===== src/rtl/vpic_pkg.sv =====
// Package vpic_pkg
// Shared constants and helpers for the vectored interrupt controller.
// Assumes an 8-bit response bus and a handler address two bytes wide.
package vpic_pkg;

    localparam int DATA_W      = 8;
    localparam int ADDR_W      = 2 * DATA_W;
    localparam int SLOT_SH     = 2;
    localparam logic [DATA_W-1:0] CALL_OPCODE = 8'hCD;

    typedef logic [1:0] ack_step_t;

    localparam ack_step_t STEP_FIRST  = 2'd0;
    localparam ack_step_t STEP_SECOND = 2'd1;
    localparam ack_step_t STEP_THIRD  = 2'd2;

    // Pulse index at which the in-service bit is set.
    function automatic ack_step_t svc_step(input logic call_mode);
        return call_mode ? STEP_FIRST : STEP_SECOND;
    endfunction

    // Pulse index of the last pulse in a sequence.
    function automatic ack_step_t last_step(input logic call_mode);
        return call_mode ? STEP_THIRD : STEP_SECOND;
    endfunction

endpackage


===== src/rtl/vpic_prio_enc.sv =====
// Module vpic_prio_enc
// Finds the lowest-numbered set bit of a vector (most urgent level).
// Purely combinational; idx is zero when no bit is set.
module vpic_prio_enc #(
    parameter int W  = 8,
    parameter int IW = (W > 1) ? $clog2(W) : 1
) (
    input  logic [W-1:0]  vec,
    output logic          any,
    output logic [IW-1:0] idx
);

    // Scan from the top so the lowest set index is the one kept.
    always_comb begin
        any = |vec;
        idx = '0;
        for (int i = W - 1; i >= 0; i--) begin
            if (vec[i]) idx = IW'(i);
        end
    end

endmodule


===== src/rtl/vpic_resolver.sv =====
// Module vpic_resolver
// Fixed-priority resolver: a request is eligible only when its level is
// more urgent than every in-service level. Also reports the most urgent
// in-service level for non-specific end of interrupt.
module vpic_resolver #(
    parameter int N_LVL = 8,
    parameter int LVL_W = $clog2(N_LVL)
) (
    input  logic [N_LVL-1:0] irr,
    input  logic [N_LVL-1:0] isr,
    output logic             pend_valid,
    output logic [LVL_W-1:0] pend_lvl,
    output logic             isr_any,
    output logic [LVL_W-1:0] isr_top
);

    logic [N_LVL-1:0] eligible;

    vpic_prio_enc #(.W(N_LVL), .IW(LVL_W)) u_isr_enc (
        .vec (isr),
        .any (isr_any),
        .idx (isr_top)
    );

    // Mask each request by the in-service ceiling.
    for (genvar g = 0; g < N_LVL; g++) begin : g_elig
        assign eligible[g] = irr[g] & (~isr_any | (LVL_W'(g) < isr_top));
    end

    vpic_prio_enc #(.W(N_LVL), .IW(LVL_W)) u_req_enc (
        .vec (eligible),
        .any (pend_valid),
        .idx (pend_lvl)
    );

endmodule


===== src/rtl/vpic_ack_seq.sv =====
// Module vpic_ack_seq
// Counts acknowledge pulses of a sequence. Flags the service point (rising
// edge of the service pulse) and the end of the final pulse. Assumes the
// mode input is steady from the first pulse to the last.
module vpic_ack_seq
    import vpic_pkg::*;
(
    input  logic      clk,
    input  logic      rst_n,
    input  logic      ack_i,
    input  logic      mode_call_i,
    output ack_step_t step,
    output logic      ack_q,
    output logic      svc_fire,
    output logic      fin_fall
);

    ack_step_t step_q;
    logic      ack_d;
    logic      ack_fall;

    assign ack_fall = ack_d & ~ack_i;

    // Track the pulse level and advance the step at each pulse end.
    always_ff @(posedge clk) begin
        if (!rst_n) begin
            ack_d  <= 1'b0;
            step_q <= STEP_FIRST;
        end else begin
            ack_d <= ack_i;
            if (ack_fall) begin
                if (step_q == last_step(mode_call_i)) step_q <= STEP_FIRST;
                else                                  step_q <= step_q + 2'd1;
            end
        end
    end

    // Decode the event strobes from the step counter and edges.
    always_comb begin
        svc_fire = ack_i & ~ack_d & (step_q == svc_step(mode_call_i));
        fin_fall = ack_fall & (step_q == last_step(mode_call_i));
    end

    assign step  = step_q;
    assign ack_q = ack_d;

endmodule


===== src/rtl/vpic_resp_mux.sv =====
// Module vpic_resp_mux
// Chooses the byte for the current acknowledge pulse and its drive enable.
// Assumes the handler address is exactly two bus bytes wide.
module vpic_resp_mux
    import vpic_pkg::*;
#(
    parameter int LVL_W = 3,
    parameter int VB_W  = DATA_W - LVL_W
) (
    input  logic              ack_i,
    input  logic              mode_call_i,
    input  ack_step_t         step,
    input  logic [LVL_W-1:0]  lvl,
    input  logic [VB_W-1:0]   vec_base_i,
    input  logic [ADDR_W-1:0] addr_base_i,
    output logic [DATA_W-1:0] data_o,
    output logic              data_oe_o
);

    localparam int PAD_W = ADDR_W - LVL_W - SLOT_SH;

    logic [ADDR_W-1:0] handler;

    assign handler = addr_base_i + {{PAD_W{1'b0}}, lvl, {SLOT_SH{1'b0}}};

    // Select the byte and enable for the active pulse.
    always_comb begin
        data_oe_o = 1'b0;
        data_o    = '0;
        if (ack_i) begin
            if (mode_call_i) begin
                data_oe_o = 1'b1;
                case (step)
                    STEP_FIRST:  data_o = CALL_OPCODE;
                    STEP_SECOND: data_o = handler[DATA_W-1:0];
                    default:     data_o = handler[ADDR_W-1:DATA_W];
                endcase
            end else if (step == STEP_SECOND) begin
                data_oe_o = 1'b1;
                data_o    = {vec_base_i, lvl};
            end
        end
    end

endmodule


===== src/rtl/vpic_core.sv =====
// Module vpic_core
// Top of the vectored priority interrupt controller. Holds the request
// and in-service registers and the level under service, and ties
// together the resolver, acknowledge sequencer and response multiplexer.
// Assumes request lines are synchronous to clk and eoi_i is one cycle long.
module vpic_core
    import vpic_pkg::*;
#(
    parameter int N_LVL = 8,
    parameter int LVL_W = $clog2(N_LVL),
    parameter int VB_W  = DATA_W - LVL_W
) (
    input  logic              clk,
    input  logic              rst_n,
    input  logic [N_LVL-1:0]  irq_i,
    input  logic              ack_i,
    input  logic              mode_call_i,
    input  logic              auto_eoi_i,
    input  logic              eoi_i,
    input  logic [VB_W-1:0]   vec_base_i,
    input  logic [ADDR_W-1:0] addr_base_i,
    output logic              int_o,
    output logic [DATA_W-1:0] data_o,
    output logic              data_oe_o
);

    localparam logic [LVL_W-1:0] FALLBACK_LVL = LVL_W'(N_LVL - 1);

    logic [N_LVL-1:0] irr_q;
    logic [N_LVL-1:0] isr_q;
    logic [LVL_W-1:0] cur_lvl_q;
    logic             pend_valid;
    logic [LVL_W-1:0] pend_lvl;
    logic             isr_any;
    logic [LVL_W-1:0] isr_top;
    ack_step_t        step;
    logic             ack_q;
    logic             svc_fire;
    logic             fin_fall;
    logic [LVL_W-1:0] lvl_fire;
    logic [LVL_W-1:0] lvl_sel;
    logic [N_LVL-1:0] set_mask;
    logic [N_LVL-1:0] clr_mask;

    vpic_resolver #(.N_LVL(N_LVL), .LVL_W(LVL_W)) u_res (
        .irr        (irr_q),
        .isr        (isr_q),
        .pend_valid (pend_valid),
        .pend_lvl   (pend_lvl),
        .isr_any    (isr_any),
        .isr_top    (isr_top)
    );

    vpic_ack_seq u_seq (
        .clk         (clk),
        .rst_n       (rst_n),
        .ack_i       (ack_i),
        .mode_call_i (mode_call_i),
        .step        (step),
        .ack_q       (ack_q),
        .svc_fire    (svc_fire),
        .fin_fall    (fin_fall)
    );

    // Pick the serviced level and build the set and clear masks.
    always_comb begin
        lvl_fire = pend_valid ? pend_lvl : FALLBACK_LVL;
        lvl_sel  = svc_fire ? lvl_fire : cur_lvl_q;
        set_mask = svc_fire ? (N_LVL'(1) << lvl_fire) : '0;
        clr_mask = '0;
        if (eoi_i && isr_any)       clr_mask = clr_mask | (N_LVL'(1) << isr_top);
        if (fin_fall && auto_eoi_i) clr_mask = clr_mask | (N_LVL'(1) << cur_lvl_q);
    end

    // Update the request, in-service and current-level registers.
    always_ff @(posedge clk) begin
        if (!rst_n) begin
            irr_q     <= '0;
            isr_q     <= '0;
            cur_lvl_q <= '0;
        end else begin
            irr_q <= irq_i & ~set_mask;
            isr_q <= (isr_q & ~clr_mask) | set_mask;
            if (svc_fire) cur_lvl_q <= lvl_fire;
        end
    end

    assign int_o = pend_valid;

    vpic_resp_mux #(.LVL_W(LVL_W), .VB_W(VB_W)) u_mux (
        .ack_i       (ack_i),
        .mode_call_i (mode_call_i),
        .step        (step),
        .lvl         (lvl_sel),
        .vec_base_i  (vec_base_i),
        .addr_base_i (addr_base_i),
        .data_o      (data_o),
        .data_oe_o   (data_oe_o)
    );

endmodule


===== config.mk =====
export PLATFORM = sky130hd
export DESIGN_NAME = vpic_core
export DESIGN_NICKNAME = d
export VERILOG_FILES = /design/src/rtl/vpic_pkg.sv /design/src/rtl/vpic_prio_enc.sv /design/src/rtl/vpic_resolver.sv /design/src/rtl/vpic_ack_seq.sv /design/src/rtl/vpic_resp_mux.sv /design/src/rtl/vpic_core.sv
export SDC_FILE = /design/constraint.sdc
export NUM_CORES = 1
export LEC_CHECK = 0
export BUFFER_PORTS_ARGS = -buffer_cell sky130_fd_sc_hd__buf_2
export CORE_MARGIN = 5
export CORE_UTILIZATION = 51
export DETAILED_ROUTE_END_ITERATION = 10
export PLACE_DENSITY = 0.77
export SYNTH_ARGS = -nofsm -noshare
export SYNTH_HDL_FRONTEND = slang
export SYNTH_HIERARCHICAL = 1
export SYNTH_SLANG_ARGS = --single-unit

===== constraint.sdc =====
create_clock -name clk -period 6.7 [get_ports clk]
set_clock_uncertainty 0.1 [all_clocks]
set_input_delay 2.01 -clock clk [delete_from_list [all_inputs] [get_ports clk]]
set_output_delay 2.01 -clock clk [all_outputs]
set_load 0.02 [all_outputs]

# Yosys cells after proc, flatten, opt, wreduce, memory -nomap -nowiden
# Cells that the tools add are included.
[totals] register_bits=22 out_inout_bits=10 wordCells=86
[op_classes] add_sub_neg=2 magnitude_cmp=8 eq_ne=3 shift=3 mux=31 bitwise=29 n_reduce_logical=5
[ops] cell="two-way mux 3 bit" count=18
[ops] cell="two-way mux 8 bit" count=6
[ops] cell="left shift 1 x 3 -> 8 bit (first input constant)" count=3
[ops] cell="adder 16 x 5 -> 16 bit" count=1
[ops] cell="AND 8 bit" count=2
[ops] cell="inverter 8 bit" count=2
[ops] cell="bitwise OR 8 bit" count=2
[ops] cell="one-hot mux 8 bit (2 select lines)" count=1
[ops] cell="OR reduction 8 bit" count=2
[ops] cell="AND 1 bit" count=12
[ops] cell="less-than comparator 3 bit (first input constant)" count=4
[ops] cell="bitwise OR 1 bit" count=8
[ops] cell="less-than comparator 1 x 3 -> 1 bit (first input constant)" count=2
[ops] cell="less-than comparator 2 x 3 -> 1 bit (first input constant)" count=2
[ops] cell="== test 2 bit" count=2
[ops] cell="two-way mux 1 bit" count=4
[ops] cell="two-way mux 2 bit" count=2
[ops] cell="inverter 1 bit" count=3
[ops] cell="adder 2 x 1 -> 2 bit (second input constant)" count=1
[ops] cell="== test 2 x 1 -> 1 bit (second input constant)" count=1
[ops] cell="logical AND 1 bit" count=2
[ops] cell="logical NOT 2 bit" count=1

# Longest topological paths before layout
[logic_depth] ltp_word=25 mapped_depth=17 ltp_nobuf=17

# Cells and area by module
# The synthesis kept the hierarchy.
[modules_own_cells] mod="vpic_core" n_inst=1 cells_each=80 area_each_um2=785.8 seq_area_each_um2=380.4
[modules_own_cells] mod="vpic_resp_mux" n_inst=1 cells_each=82 area_each_um2=538.0 seq_area_each_um2=0.0
[modules_own_cells] mod="vpic_ack_seq" n_inst=1 cells_each=19 area_each_um2=166.4 seq_area_each_um2=60.1
[modules_own_cells] mod="vpic_prio_enc" n_inst=2 cells_each=13 area_each_um2=81.3 seq_area_each_um2=0.0
[modules_own_cells] mod="vpic_resolver" n_inst=1 cells_each=13 area_each_um2=96.3 seq_area_each_um2=0.0

# Least setup slack after synthesis
# Ideal clock, no wire load.
[synth_timing] path_type="input-to-output" startpoint="input mode_call_i" endpoint="output data_o[6]" arrival_time_ns=4.514 t_required_ns=4.590 path_slack_ns=0.076 stages=12 path_buffers=1 path_cell_list="xnor2_1 nor4b_1 buf_6 o22a_1 ha_1 inv_1 fa_1 and2b_1 o21ai_1 or3_1 and3_1 o21ai_1"
[synth_between] elab_chain_len=8
[synth_lines] item="start: declaration" line_no="vpic_core.sv:17" source="input logic mode_call_i,"
[synth_lines] item="two-way mux 1 bit" line_no="vpic_pkg.sv:19" source="return call_mode ? STEP_FIRST : STEP_SECOND;"
[synth_lines] item="== test 2 bit" line_no="vpic_ack_seq.sv:40" source="svc_fire = ack_i & ~ack_d & (step_q == svc_step(mode_call_i));"
[synth_lines] item="AND 1 bit" line_no="vpic_ack_seq.sv:40"
[synth_lines] item="named net svc_fire" line_no="vpic_core.sv:38" source="logic svc_fire;"
[synth_lines] item="two-way mux 3 bit"
[synth_lines] item="named net lvl_sel[0]" line_no="vpic_core.sv:41" source="logic [LVL_W-1:0] lvl_sel;"
[synth_lines] item="adder 16 x 5 -> 16 bit" line_no="vpic_resp_mux.sv:24" source="assign handler = addr_base_i + {{PAD_W{1'b0}}, lvl, {SLOT_SH{1'b0}}};"
[synth_lines] item="one-hot mux 8 bit (2 select lines)" line_no="vpic_resp_mux.sv:33" source="case (step)"
[synth_lines] item="two-way mux 8 bit" line_no="vpic_resp_mux.sv:31" source="if (mode_call_i) begin"
[synth_lines] item="two-way mux 8 bit" line_no="vpic_resp_mux.sv:30" source="if (ack_i) begin"
[synth_lines] item="end: declaration" line_no="vpic_core.sv:23" source="output logic [DATA_W-1:0] data_o,"
# The timed path passes the listed nets, and every way through them passes these cells.

# Final worst setup path
# Ends and elaborated chain as after synthesis.

==> flow_summary_export.csv <==
group,metric,value,unit
worst_setup_path,most_common_cell_type_on_the_critical_path,"sky130_fd_sc_hd__buf_4",
die,start_util,52.4,%
worst_setup_path,worst_ep_required_time,4.59,ns
cells_and_area,fin_cells,323,
hold_path,holdCritPathClass,"flop to flop",
clocking,cts_max_path_buffers,2,
place,place_inst,316,
yosys,ys.flop_type,"sky130_fd_sc_hd__dfxtp_1",
cells_and_area,layout.cells.most_common,"sky130_fd_sc_hd__buf_2",
worst_setup_path,path_max_fanout,5,
worst_setup_path,reg2reg_setup_slack,3.61,ns
drt,dr.first_iter.drc_count,107,
yosys,synthesis.nets,259,
timing,hold-worst-slack,0.421,ns
worst_setup_path,critPathKind,"primary input to output port",
drt,wirelength,4490,µm
timing,layout_min_cycle_time,6.57,ns
power_and_ir_drop,share_seq_of_total_power,36.3,%
cells_and_area,final_layout_size_suffix_gt1_share,29.6,%
grt,grt.met3_usage,2.92,%
cells_and_area,post-route-util,65.0,%
yosys,mean_cell_area_of_the_mapped_netlist,7.95,µm²
clocking,clk_tree_root_cell,"sky130_fd_sc_hd__clkbuf_4",
power_and_ir_drop,power.internal,0.000253,W
grt,globalRoute.totalOverflow,0,
status,status,"complete, no violations",
clocking,cts.sinks,22,
timing,finalSetupViolCount,0,
grt,grt_pass1_vias,1722,
grt,global_route.usage.met2,35.3,%
die,die_w,68.6,µm
power_and_ir_drop,p_sw,0.000150,W
drt,avgViaCountPerCell,5.69,
drt,route.detailed.wl_per_inst,13.9,µm
yosys,ys_async_sr_fraction,0,%
hold_path,min_delay_path_depth,2,
drt,number_of_nets_with_antenna_violations_after_routing,0,
clocking,cts_tree,"built",
timing,max_slew_margin,60.2,%
worst_setup_path,crit_arrival,4.46,ns
place,gp_congestion,0.835,
timing,max_freq,152,MHz
clocking,cts.clk_slew.worst_paths,0.12,ns
cells_and_area,area_growth_syn_to_layout,24.0,%
power_and_ir_drop,total_leakage_power,0.896,nW
power_and_ir_drop,p_clk_share,18.1,%
yosys,synthDominantCellAreaShare,25.2,%
hold_path,hold_start,"isr_q[3]$_SDFF_PN0_",
worst_setup_path,worst_r2r_path_depth,10,
clocking,numCtsBuffers,3,
die,die-area,0.00470,mm²
clocking,number_of_levels_the_h_tree_was_split_into,1,
worst_setup_path,worst_path_max_delay_cell,"sky130_fd_sc_hd__fa_2",
yosys,yosys.area.top_type,"sky130_fd_sc_hd__dfxtp_1",
yosys,synth.top_cells.by_area,"sky130_fd_sc_hd__dfxtp_1 (25%), sky130_fd_sc_hd__a21boi_0 (5.6%), sky130_fd_sc_hd__and3_1 (4.6%)",
yosys,ys_ff_latch,22,
worst_setup_path,worst_setup_sp_type,"primary input",
clocking,worstSkewPairLatency,0.31,ns
die,floorplan.rows,21,
cells_and_area,final_net_count,317,
worst_setup_path,timing.rr.start,"isr_q[1]$_SDFF_PN0_",
cells_and_area,num_antenna_cells,0,
cells_and_area,final_cell_mix,"sky130_fd_sc_hd__buf_2 (43), sky130_fd_sc_hd__dfxtp_1 (22), sky130_fd_sc_hd__nand2_1 (16), sky130_fd_sc_hd__buf_4 (16), sky130_fd_sc_hd__nor2_1 (14)",
power_and_ir_drop,power_frac_comb,45.6,%
die,dieHeight,68.6,µm
die,coreArea,0.00334,mm²
die,design.portCount,45,
yosys,synth_area,0.00175,mm²
power_and_ir_drop,p_per_area,186,mW/mm²
timing,timing.final.hold_violations,0,
flow_run,cap_violations,0,
yosys,ys_seq_area_share,25.2,%
timing,worstMarginPinSlew,0.596,ns
place,portBuffers,44,
place,hpwl,3570,µm
yosys,yosysWarningCount,6,
timing,unrepaired_setup_endpoints_after_global_routing,"false",
grt,maximum_number_of_pins_on_one_net_before_global_route_repair,27,
grt,grt_most_used_layer,"met2",
drt,drcViolationCount,0,
yosys,synthesis.instances,220,
cells_and_area,fillCellCount,309,
timing,finalMaxSlewViolations,0,
grt,number_of_antenna_violations_at_the_first_check_in_global_routing,0,
grt,grt_pass1_wl,7180,µm
power_and_ir_drop,power.switching_fraction,37.3,%
worst_setup_path,end_kind,"output port",
worst_setup_path,cp_cell_sequence,"buf_2, xnor2_1, nor4b_2, buf_4, buf_4, buf_4, a21oi_2, inv_1, fa_2, and2b_1, o21ai_1, or3_1, and3_1, o21ai_1, buf_4",
worst_setup_path,timing.critical_path.from,"mode_call_i",
yosys,synth_cell_type_count,54,
yosys,synth_edf_count,0,
grt,gr-usage-met1,23.0,%
hold_path,worstHoldEndpoint,"isr_q[3]$_SDFF_PN0_",
timing,period_share,98.1,%
worst_setup_path,slowest_delay,0.36,ns
clocking,cts-hold-fix-buffers,0,
power_and_ir_drop,ir_worst_vdd,0.0000666,V
drt,first_pass_iteration_count_of_the_detailed_router,4,
worst_setup_path,r2r-end,"irr_q[3]$_SDFF_PN0_",
grt,grt_util_all_layers,19.9,%
drt,route.vias.total,1839,
## final cells by class
type                       count  area [µm²]  share of cell area, %
clock buffer                   4        36.3                   1.67
inverter                       8        30.0                   1.38
multi-input combinational    184        1270                   58.5
sequential                    22         440                   20.3
tap                           46        57.6                   2.65
timing repair buffer          59         335                   15.5
## power groups by stage
stage                     Combinational (W)  Clock (W)  Sequential [W]
after floorplan                    0.000119          0        0.000147
after global placement             0.000172          0        0.000149
after detailed placement           0.000176          0        0.000149
after CTS                          0.000180  0.0000740        0.000146
after global routing               0.000202  0.0000826        0.000148
final                              0.000184  0.0000731        0.000146
## layer usage
layer / wire [µm] / part of all wire, % / vias to the layer above
li1: - / - / 933
met1: 1850 / 41 / 831
met2: 2210 / 49 / 63
met3: 285 / 6.3 / 12
met4: 144 / 3.2 / 0
met5: 0 / 0 / -
## flip-flops by register name, summed over array words and instances (netlist names)
register     cells
irr_q            8
isr_q            8
u_seq/step       2
cur_lvl_q        3
u_seq/ack_q      1
## worst max-delay path by stage
stage,endpoint,slack (ns),depth (start not counted)
final,data_o[6],0.13,15
after global placement,data_o[6],0.06,14
after detailed placement,data_o[6],-0.02,14
after floorplan,data_o[6],0.08,12
after CTS,data_o[6],0.03,16
after global routing,data_o[4],0.003,16
## worst max-delay path, delay by kind of cell
family                     cells  cell delay, ns
AOI/OAI and AO/OA              3            0.34
xor gates and xnor gates       1            0.16
adders and majority gates      1            0.36
buffers and inverters          6            0.78
and+or+nand+nor                4            0.80
## kinds of logic after synthesis
kind of cell	synth area share, %
AOI/OAI and AO/OA	29.0
buffers and inverters	3.58
and+or+nand+nor	33.3
muxes	0.572
adders and majority gates	3.29
xor gates and xnor gates	5.01
DFF	25.2
## stage by stage
step	power, W	TNS [ns]	worst slack [ns]	cell area, µm²
detailed placement	0.000325	-0.0215	-0.0215	2080
finish	0.000404	0	0.128	2170
global route	0.000432	0	0.00320	2170
CTS	0.000400	0	0.0294	2150
floorplan	0.000267	0	0.0759	1750
global placement	0.000322	0	0.0626	2080
## synthesized netlist by cell type, types with 5 or more instances
cell and instances:
sky130_fd_sc_hd__o21ai_0 14, sky130_fd_sc_hd__nand2b_1 6, sky130_fd_sc_hd__inv_1 8, sky130_fd_sc_hd__nand3_1 10, sky130_fd_sc_hd__nand2_1 16, sky130_fd_sc_hd__a21boi_0 13
sky130_fd_sc_hd__xor2_1 5, sky130_fd_sc_hd__a31oi_1 5, sky130_fd_sc_hd__dfxtp_1 22, sky130_fd_sc_hd__nor2_1 14, sky130_fd_sc_hd__o221ai_1 8, sky130_fd_sc_hd__xnor2_1 5
sky130_fd_sc_hd__and3_1 13, sky130_fd_sc_hd__and2_1 5, sky130_fd_sc_hd__a21oi_1 9
## what timing repair did
| item | 4_1_cts | 5_1_grt |
|---|---|---|
| cloned | 0 | 0 |
| resized for setup | 2 | 6 |
| setup endpoints to repair | 1 | 8 |
| pin swaps | 1 | 1 |
| buffers inserted | 3 | 0 |
Power figures use the tool's default switching activity.
